<file path="src/rtl/fp_jam_seq.sv">
module fp_jam_seq #(
  parameter int AW = 16,
  parameter int DW = 8,
  parameter logic [7:0] JMP_OP = 8'hC3,
  parameter logic [7:0] NOP_OP = 8'h00
) (
  input  logic          clk,
  input  logic          rst_n,
  input  logic          run_req,
  input  logic          stop_req,
  input  logic          panel_rst,
  input  logic          exam_req,
  input  logic          exnx_req,
  input  logic          dep_req,
  input  logic          dpnx_req,
  input  logic          step_req,
  input  logic [AW-1:0] addr_sw,
  input  logic [DW-1:0] data_sw,
  input  logic          fetch_stb,
  output logic [DW-1:0] bus_dout,
  output logic          bus_oe,
  output logic          mem_wr,
  output logic          proc_rdy,
  output logic          run_on
);
  localparam logic [2:0] M_IDLE = 3'd0, M_EXAM = 3'd1, M_EXNX = 3'd2,
                         M_DEP  = 3'd3, M_DPNX = 3'd4, M_STEP = 3'd5;
  localparam logic [1:0] PH_HALT = 2'd3;

  logic [2:0] mode_q, mode_d;
  logic [1:0] ph_q, ph_d;
  logic       run_q;

  wire busy = (mode_q != M_IDLE);
  wire ph0  = (ph_q == 2'd0);

  always_comb begin
    mode_d = mode_q;
    ph_d   = ph_q;
    if (panel_rst) begin
      mode_d = M_IDLE;
      ph_d   = 2'd0;
    end else if (!busy) begin
      ph_d = 2'd0;
      if (!run_q) begin
        if (exam_req)      mode_d = M_EXAM;
        else if (exnx_req) mode_d = M_EXNX;
        else if (dep_req)  mode_d = M_DEP;
        else if (dpnx_req) mode_d = M_DPNX;
        else if (step_req) mode_d = M_STEP;
      end
    end else if (ph_q == PH_HALT) begin
      mode_d = M_IDLE;
      ph_d   = 2'd0;
    end else begin
      case (mode_q)
        M_EXAM:         if (fetch_stb) ph_d = ph_q + 2'd1;
        M_EXNX, M_STEP: if (fetch_stb) ph_d = PH_HALT;
        M_DPNX:         if (fetch_stb) mode_d = M_DEP;
        M_DEP:          ph_d = PH_HALT;
        default: begin
          mode_d = M_IDLE;
          ph_d   = 2'd0;
        end
      endcase
    end
  end

  always_ff @(posedge clk or negedge rst_n) begin
    if (!rst_n) begin
      mode_q <= M_IDLE;
      ph_q   <= 2'd0;
      run_q  <= 1'b0;
    end else begin
      mode_q <= mode_d;
      ph_q   <= ph_d;
      if (stop_req)     run_q <= 1'b0;
      else if (run_req) run_q <= 1'b1;
    end
  end

  always_comb begin
    bus_dout = '0;
    bus_oe   = 1'b0;
    case (mode_q)
      M_EXAM: begin
        bus_oe = (ph_q != PH_HALT);
        case (ph_q)
          2'd0:    bus_dout = JMP_OP;
          2'd1:    bus_dout = addr_sw[DW-1:0];
          2'd2:    bus_dout = addr_sw[2*DW-1:DW];
          default: bus_dout = '0;
        endcase
      end
      M_EXNX, M_DPNX: begin
        bus_oe   = ph0;
        bus_dout = ph0 ? NOP_OP : '0;
      end
      M_DEP: begin
        bus_oe   = ph0;
        bus_dout = ph0 ? data_sw : '0;
      end
      default: ;
    endcase
  end

  assign mem_wr   = (mode_q == M_DEP) && ph0;
  assign proc_rdy = run_q || (busy && ph_q != PH_HALT);
  assign run_on   = run_q;
endmodule

</file>
<file path="config.mk">
export PLATFORM = sky130hd
export DESIGN_NAME = fp_jam_seq
export DESIGN_NICKNAME = d
export VERILOG_FILES = /design/src/rtl/fp_jam_seq.sv
export SDC_FILE = /design/constraint.sdc
export NUM_CORES = 1
export LEC_CHECK = 0
export ABC_AREA = 1
export BUFFER_PORTS_ARGS = -buffer_cell sky130_fd_sc_hd__buf_4
export CAP_MARGIN = 20
export CORE_UTILIZATION = 38
export CTS_CLUSTER_DIAMETER = 30
export CTS_CLUSTER_SIZE = 10
export DETAILED_ROUTE_END_ITERATION = 12
export PLACE_DENSITY = 0.75
export SYNTH_ARGS = -nofsm -noshare
export SYNTH_HDL_FRONTEND = slang
export SYNTH_SLANG_ARGS = --single-unit
</file>
<file path="constraint.sdc">
create_clock -name clk -period 1.3 [get_ports clk]
set_input_delay 0.13 -clock clk [delete_from_list [all_inputs] [get_ports clk]]
set_output_delay 0.13 -clock clk [all_outputs]
set_load 0.02 [all_outputs]
</file>
# After elaboration in Yosys (flattened, before gate mapping)
# Cells that the tools add are included.
[op_classes] n_addsub=1 n_eq_ne=15 n_reduce_logical=12 n_mux=23
[op_table] cell="3-bit 2-to-1 mux" n=10
[op_table] cell="8-bit one-hot mux with 3 select lines" n=1
[op_table] cell="8-bit one-hot mux with 2 select lines" n=1
[op_table] cell="5-bit inequality test (second input constant)" n=3
[op_table] cell="2-bit 2-to-1 mux" n=5
[op_table] cell="8-bit 2-to-1 mux" n=1
[op_table] cell="2-bit one-hot mux with 4 select lines" n=1
[op_table] cell="7-bit nonzero test" n=1
[op_table] cell="3-bit by 2-bit == test with 1-bit output (second input constant)" n=2
[op_table] cell="3-bit == test (second input constant)" n=2
[op_table] cell="3-bit one-hot mux with 2 select lines" n=1
[op_table] cell="2-bit == test (second input constant)" n=2
[op_table] cell="4-bit by 3-bit inequality test with 1-bit output (second input constant)" n=1
[op_table] cell="4-bit inequality test (second input constant)" n=1
[op_table] cell="4-bit AND reduction" n=1
[op_table] cell="4-bit OR reduction" n=1
[op_table] cell="3-bit by 1-bit == test with 1-bit output (second input constant)" n=1
[op_table] cell="3-bit by 2-bit inequality test with 1-bit output (second input constant)" n=1
[op_table] cell="3-bit AND reduction" n=1
[op_table] cell="3-bit nonzero test" n=1
[op_table] cell="3-bit OR reduction" n=1
[op_table] cell="2-bit by 1-bit adder with 2-bit output (second input constant)" n=1
[op_table] cell="2-bit by 1-bit == test with 1-bit output (second input constant)" n=1
[op_table] cell="1-bit logical AND" n=2
[op_table] cell="other kinds (7)" n=8
[word_totals] reg_bits=6 out_inout_bits=12 word_cells=54

# Longest topological paths before layout
# Gate-level depths: netlist (run 1).
[logic_depth] depth_word=8 ltp_mapped=9 depth_no_buf=9

# Worst setup path before layout (run 1)
# No wires, ideal clock.
[synth_path] path_kind="reg-to-output" from="register ph_q[0]" to="output port bus_dout[2]" path_slack_ns=-0.048 required_time_ns=1.170 stages_incl_launch_ff=6 path_buffers=1 arrival_time_ns=1.218 cell_sequence="dfrtp_1 -> inv_1 -> ha_1 -> buf_1 -> a22o_1 -> a22o_1"
[synth_via] elab_chain_cells=3
[synth_rtl] item="start: declaration" line_no="31" source="logic [1:0] ph_q, ph_d;"
[synth_rtl] item="start signal: assignment" line_no="76" source="ph_q <= ph_d;"
[synth_rtl] item="2-bit == test, or another cell as far along" line_no="88" source="case (ph_q)"
[synth_rtl] item="8-bit one-hot mux with 3 select lines / 8-bit 2-to-1 mux (equally long branches)" line_no="88, 101"
[synth_rtl] item="8-bit one-hot mux with 2 select lines (*)" line_no="85" source="case (mode_q)"
[synth_rtl] item="end: declaration" line_no="20" source="output logic [DW-1:0] bus_dout,"
# Every way passes the cells marked *; elsewhere a longest branch is shown, timed or not.

# Worst setup path after layout (run 1)
[layout_path] from="register ph_q[1]" to="output port bus_dout[2]"
# Same word-level chain as after synthesis.

==> results of run 1 <==
-- layer usage --
metal | up-vias | track usage | share of wire
met3 | 0 | 0.0192 | 0.062
met5 | - | 0 | 0
met1 | 452 | 0.224 | 0.39
li1 | 496 | - | -
met2 | 41 | 0.461 | 0.55
met4 | 0 | 0.0343 | 0
-- power breakdown --
group | internal (W) | switching (W) | total (W)
registers | 0.000232 | 0.0000635 | 0.000295
logic | 0.000638 | 0.000797 | 0.00143
clock network | 0.000104 | 0.0000653 | 0.000170
-- registers in the layout (all words and copies together), names as in the netlist --
signal and cells:
ph_q 2, run_on 1, mode_q 3
-- cells by family (layout without fill, tap and decap cells) --
kind of cell	count (synthesis)	after routing
simple gates	61	61
fa+ha+maj	4	4
buf+inv	23	80
compound gates	21	21
flops	6	6
-- worst max-delay path, cell delays in order (launching register included) --
cell,delay (ps)
dfrtp_1,410
inv_2,80
ha_2,220
a22o_1,230
a22o_4,210
buf_4,150
-- cell usage in the layout, fill, tap and decap left out, types with 2 or more instances in the layout --
cell,instances
dfrtp_2,2
nand2_4,3
inv_2,11
clkbuf_4,3
nand3_1,4
buf_4,49
buf_6,6
inv_1,10
nand2_1,29
dfrtp_1,4
nor2_4,3
nor3_1,2
nand4_1,5
a22o_1,11
ha_2,3
o21bai_1,4
nand3_4,2
nor2_1,5
o21ai_1,2
nand2_2,6
-- cells in the mapped netlist --
cell      count  area (sq um)
nand2_1      31           116
inv_1        14          52.6
a22o_1       12           105
inv_2         7          26.3
dfrtp_1       6           150
nand3_1       5          25.0
nand4_1       5          31.3
nor2_1        5          18.8
ha_1          4          50.1
nand2_2       4          25.0
o21bai_1      4          30.0
nand2_4       3          33.8
nor2_2        2          12.5
nor2_4        2          22.5
nor3_1        2          10.0
a21oi_1       1          5.00
buf_1         1          3.75
clkbuf_1      1          3.75
nand3_2       1          10.0
nand3_4       1          17.5
o211ai_1      1          7.51
o21ai_0       1          5.00
o21ai_1       1          5.00
o21ai_2       1          8.76
-- metrics by stage --
stage | power [W] | std cells
floorplan | 0.00112 | 115
finish | 0.00190 | 197
global placement | 0.00154 | 189
CTS | 0.00182 | 196
detailed placement | 0.00157 | 189
global route | 0.00204 | 197
-- timing repair --
item | in CTS | in global routing
gates resized for setup | 17 | 6
hold buffers | 1 | 0
buffers inserted | 3 | 1
pin swaps | 3 | 3
setup endpoints to repair | 16 | 16
hold endpoints to repair | 6 | 0
-- final cells by class --
cell class | instances | area (sq um) | share of cell area
multi-input combinational | 86 | 591 | 0.447
timing repair buffer | 56 | 445 | 0.337
sequential | 6 | 153 | 0.116
inverter | 21 | 78.8 | 0.0597
tap | 25 | 31.3 | 0.0237
clock buffer | 3 | 22.5 | 0.0170
-- final timing paths --
check / from / endpoint / slack, ps / cells after the start
worst max register to register: ph_q[0]$_DFFE_PN0P_ / mode_q[1]$_DFFE_PN0P_ / -150 / 8
max in group asynchronous: rst_n / mode_q[0]$_DFFE_PN0P_ / 940 / 2
worst max-delay path: ph_q[1]$_DFFE_PN0P_ / bus_dout[2] / -360 / 5
min in group asynchronous: rst_n / run_on$_DFFE_PN0P_ / 230 / 2
worst min register to register: run_on$_DFFE_PN0P_ / run_on$_DFFE_PN0P_ / 560 / 2
worst min-delay path: stop_req / run_on$_DFFE_PN0P_ / 40 / 2
==> flow_results.org, run 1 <==
** CTS
- Number of levels in the clock H-tree :: 1
- Maximum buffer depth of the clock tree :: 2
- Clock-pin slew was measured on the worst setup and hold paths at 50 ps.
- TritonCTS built the clock tree.
- TritonCTS sink count :: 6
- Root buffer selected by CTS :: clkbuf_4
- Buffers inserted during clock tree synthesis total 3.
- The later pin in the worst-skew pair is clocked with a latency of 240 ps.

** Timing
- Final worst path period need :: 1660 ps
- Total of endpoints with negative setup slack in the final report :: 16
- For the final routed database, the setup TNS stands at -3360 ps.
- The tightest hold path in the finished design has a slack of 35.1 ps.
- Part of the cycle the worst path needs :: 1.28
- Number of pins exceeding their max-slew limit in the final report :: 0
- Fmax :: 0.602 GHz
- Clock tree skew after final layout :: 3.50 ps
- In the post-route analysis, the smallest setup slack over all paths is -361 ps.
- For the pin with the worst max-slew slack, the measured transition is 280 ps.
- Setup repair after global routing could not meet its margin everywhere.
- The final-report hold violation count was 0.
- Measured against its own limit, the worst slew margin works out to 0.812.

** Die
- Starting utilization of the core area :: 0.426
- The floorplan has 15 rows.
- 47 I/O pins were placed.
- After floorplanning, the core was sized to cover 0.00182 sq mm.
- The floorplan step defined a die boundary enclosing 0.00223 sq mm.
- Height of the chip :: 47.2 microns
- From left edge to right edge, the die measures 47.2 microns.

** Synth
- Synthesis produced a netlist whose cell count is 115.
- Post-Synth Simple-Gate Area :: 0.416
- After synthesis the netlist holds a flip-flop and latch count of 6.
- Main combinational cell family by area after synthesis :: simple AND/OR/NAND/NOR gates
- Arithmetic-cell share of the synthesized area counting full adders, half adders and majority gates :: 0.0645
- Synthesis produced a netlist with a net count of 154.
- Of the post-synthesis cell area, the part taken by muxes is 0.
- Summing every instance area after synthesis gives 776 sq um.
- Distinct cells, synth :: 24
- The Yosys step of the flow raised 0 warnings.
- A synthesized cell averages 6.75 sq um.
- Share of synthesized area occupied by flip-flops and latches :: 0.194
- Share of the synthesized area in compound gates (AO/OA/AOI/OAI) :: 0.215
- Of the total synthesized cell area, the portion taken by XOR and XNOR cells is 0.

** Layout
- The layout has 146 filler cells.
- Summing all non-filler instances in the final layout gives an area of 0.00132 sq mm.
- The net count of the finished layout is 213.
- The area growth from synthesis to layout is 70.3%.
- In the final layout, the share of cells above drive strength 1 is 0.541.
- Antenna cells :: 0
- At the end of the flow the core is filled with cells to 0.726.

** Detailed routing
- The first routing iteration left 6 violations.
- Number of vias after detailed routing :: 989
- After detailed routing, the number of vias per cell comes to 5.02.
- In the final routed layout, each cell accounts on average for 11.9 microns.
- The routed design has 2.34 mm of wire.
- Once detail routing completed, the nets flagged for antenna violations numbered 0.
- After detailed routing, the number of remaining DRC violations is 0.
- Iteration count of the initial detailed-routing pass :: 4

** Worst setup path
- The worst setup path is launched from a flop.
- Required arrival time at the worst endpoint :: 1170 ps
- Largest fanout of any net on the critical path :: 8
- Critical Path Sink Type :: output pin
- Critical path class :: reg2out
- CP Data Arrival Time :: 1530 ps

** Global route
- Vias in the first global route :: 910
- Maximum number of pins on one net before global-route repair :: 10
- The first global-routing pass estimated 3.46 mm of wire.
- The initial antenna violation count was 0.
- Total track usage :: 0.216
- After global routing the overflow that remains totals 0.

** Place
- Area post-placement :: 0.00119 sq mm
- Before CTS, the worst setup slack after placement is -173 ps.
- The count of buffers added on input and output ports is 46.
- At the end of routability-driven placement, the weighted congestion stood at 0.836.
- Detail Placement HPWL :: 1.92 mm

** Power and ir drop
- Power Dens Cells :: 1440 mW/mm^2
- Across the VDD grid, the largest voltage drop is 0.975 mV.
- In this run the static leakage power is 0.726 nW.

** Job
- Max-cap violations in this run came to 0.

** Hold path
- Worst Hold Class :: in2reg

** Outcome
- The flow ran to the end, but the final reports show violations.
- Failing checks :: setup timing
(Power assumes the default switching activity.)
==> run 2, diff against run 1 <==
- PLACE_DENSITY: 0.75 -> 0.85
- RECOVER_POWER: unset -> 50
==> run 2 against run 1 <==
The flow still finishes with violations (setup timing). Combinational power barely moved. Design area shrank 1.2%. Largest power group unchanged. Hold slack got worse by 1.4 ps. Cell count shrank 0.51%. Critical endpoint unchanged.
==> flow_results.org, run 2 (synthesis results as in run 1) <==
** Outcome
- Result of the run :: finished, violations left
- Failing checks :: setup timing

** Detailed routing
- The routed wire length per instance is 11.8 microns (-0.69%).
- The number of nets with antenna violations after routing came to 0 (unchanged).
- The mean number of vias per cell is 5.16 (+2.7%).
- The post-detailed-route DRC marker count was 0 (unchanged).
- The number of iterations in the first detailed-routing pass is 4 (unchanged).
- Iteration-0 DRC Markers :: 25 (+19)
- Number of vias after detailed routing :: 1011 (+2.2%)
- The wire length reported by the detailed router is 2.31 mm (-1.2%).

** CTS
- The clock latency reported for the late side of the worst-skew pair was 240 ps (about the same).
- TritonCTS sink count :: 6 (unchanged)
- The TritonCTS buffer count came to 3 (unchanged).
- The number of H-tree levels is 1 (unchanged).
- Post-CTS clock slew at the launch and capture registers of the worst setup and hold paths :: 50 ps (about the same)
- Root buffer selected by CTS :: clkbuf_4
- Maximum buffer depth of the clock tree :: 2 (unchanged)
- TritonCTS built the clock tree.

** Die
- Height of the chip :: 47.2 microns (unchanged)
- Starting utilization of the core area :: 0.426 (unchanged)
- X dimension of the die :: 47.2 microns (unchanged)
- Cell row count :: 15 (unchanged)
- Core area :: 0.00182 sq mm (unchanged)
- The number of top-level pins came to 47 (unchanged).
- The die area was 0.00223 sq mm (unchanged).

** Worst setup path
- Largest fanout of any net on the critical path :: 8 (unchanged)
- Critical path class :: reg2out
- Critical Path Sink Type :: output pin
- Required arrival time at the worst endpoint :: 1170 ps (about the same)
- Category of the worst setup path launch point :: flop
- Slack of the worst reg-to-reg path :: -100 ps (+50 ps)
- In this run the critical register-to-register path is launched from ph_q[0]$_DFFE_PN0P_.
- CP Data Arrival Time :: 1530 ps (about the same)
- Critical Path Start :: ph_q[0]$_DFFE_PN0P_

** Hold path
- Worst Hold Class :: in2reg
- Hold Startpoint :: stop_req

** Layout
- The number of filler cells placed in the layout came to 138 (-5.5%).
- Area taken by multi-input logic gates :: 581 sq um (-1.7%)
- The number of antenna repair diodes is 0 (unchanged).
- Final-stage net count :: 212 (-0.47%)
- Register Area :: 151 sq um (-0.82%)
- Fraction of final layout cells with drive strength greater than 1 :: 0.509 (-0.0319)
- Layout-stage area growth over the synthesis result :: 68.2%
- Finished Core Util :: 0.717 (-0.00894)
- In the layout the commonest cells are buf_4, nand2_1, inv_1, a22o_1, inv_2.
- Most common cell after layout, fill and taps aside :: buf_4
- The flip-flop count of the largest register, all copies and words added is 3 (unchanged).
- Counting flops per register, the top entry is mode_q.

** Timing
- Fmax :: 0.604 GHz (+0.32%)
- The worst hold margin was 33.7 ps (-1.38 ps).
- Part of the cycle the worst path needs :: 1.27 (-0.00407)
- The minimum clock period after layout was 1660 ps (-5.29 ps).
- The final-report hold violation count came to 0 (unchanged).
- Number of pins exceeding their max-slew limit in the final report :: 0 (unchanged)
- Transition time at the pin with the least slew margin :: 351 ps (+71.8 ps)
- Setup repair after global routing missed its margin :: yes
- Total Negative Setup Slacks :: -3520 ps (-166 ps)
- Total of endpoints with negative setup slack in the final report :: 16 (unchanged)
- Worst slew margin relative to its limit :: 0.766 (-0.0466)
- Clock tree skew after final layout :: 1.20 ps (-2.30 ps)
- Final setup slack of the worst path :: -356 ps (+5.29 ps)

** Global route
- The initial antenna violation count came to 0 (unchanged).
- Global-route track usage on met2 :: 0.436 (-0.0250)
- Wire length of the first global-routing pass :: 3.47 mm (+0.41%)
- The global-route met1 utilization was 0.231 (+0.00675).
- The number of global-route vias before repair is 914 (+0.44%).
- Total track usage :: 0.218 (+0.00147)
- The met3 track demand over resource in global routing is 0.0308 (+0.0115).
- The global routing stage identified its most utilized layer as met2.
- GRT Residual Overflow :: 0 (unchanged)
- Maximum number of pins on one net before global-route repair :: 10 (unchanged)

** Power and ir drop
- The worst voltage drop across the vdd grid came to 1.04 mV (+6.6%).
- The power per cell area came to 1430 mW/mm^2 (-0.69%).
- Cell leakage power :: 0.719 nW (-0.92%)

** Job
- Max Cap Violations :: 0 (unchanged)

** Place
- The setup slack at placement is -166 ps (+6.25 ps).
- Port buffer count :: 46 (unchanged)
- The HPWL reported at the end of detailed placement was 1.86 mm (-3.0%).
- The final RePlAce weighted congestion was 0.793 (-5.1%).
==> run 2: cell types whose count changed in the layout (fill, tap and decap cells not counted), sizes merged <==
| cell | delta |
|---|---|
| buf | -2 |
| clkbuf | +1 |
==> run 2: path summary, 6_finish.rpt <==
check                                         to  depth (start not counted)
min in group asynchronous  mode_q[1]$_DFFE_PN0P_                          2
hold / removal                run_on$_DFFE_PN0P_                          2
max in group asynchronous  mode_q[1]$_DFFE_PN0P_                          2
hold reg to reg               run_on$_DFFE_PN0P_                          2
setup / recovery                     bus_dout[2]                          6
setup reg to reg           mode_q[1]$_DFFE_PN0P_                          8
==> run 2: layout make-up <==
type | count | area share
Clock buffer | 3 | 0.0173
Inverter | 21 | 0.0623
Multi-Input combinational cell | 86 | 0.445
Sequential cell | 6 | 0.116
Tap cell | 25 | 0.0240
Timing Repair Buffer | 55 | 0.336
==> run 2: where the power goes <==
group | internal [W] | switching, W | total, W
Combinational | 0.000626 | 0.000770 | 0.00140
Sequential | 0.000229 | 0.0000672 | 0.000296
Clock | 0.000104 | 0.0000663 | 0.000171
Total | 0.000960 | 0.000903 | 0.00186
==> run 2: stage by stage <==
| stage | total power, W | cell area [sq um] | instances |
|---|---|---|---|
| global route | 0.00202 | 1310 | 196 |
| detailed placement | 0.00155 | 1200 | 190 |
| finish | 0.00186 | 1310 | 196 |
| global placement | 0.00152 | 1200 | 190 |
| CTS | 0.00175 | 1240 | 194 |
| floorplan | 0.00112 | 786 | 115 |
==> run 2: repair_timing <==
action                                 in CTS  in global routing
gates resized for setup                     8                 12
hold buffers                                1                  0
buffers inserted                            0                  2
endpoints found under the hold margin       6                  0
setup endpoints to repair                  16                 16
==> run 2: layer usage <==
layer  share of wire  up-vias
met5               0        -
met4          0.0056        0
met3           0.094        4
met2            0.53       56
met1            0.37      454
li1                -      497
==> run 2: critical path: stages, from the launching register on <==
cell	delay (ps)
dfrtp_1	410
ha_2	260
inv_1	90
nand3_2	100
inv_4	60
a22o_4	210
buf_4	150
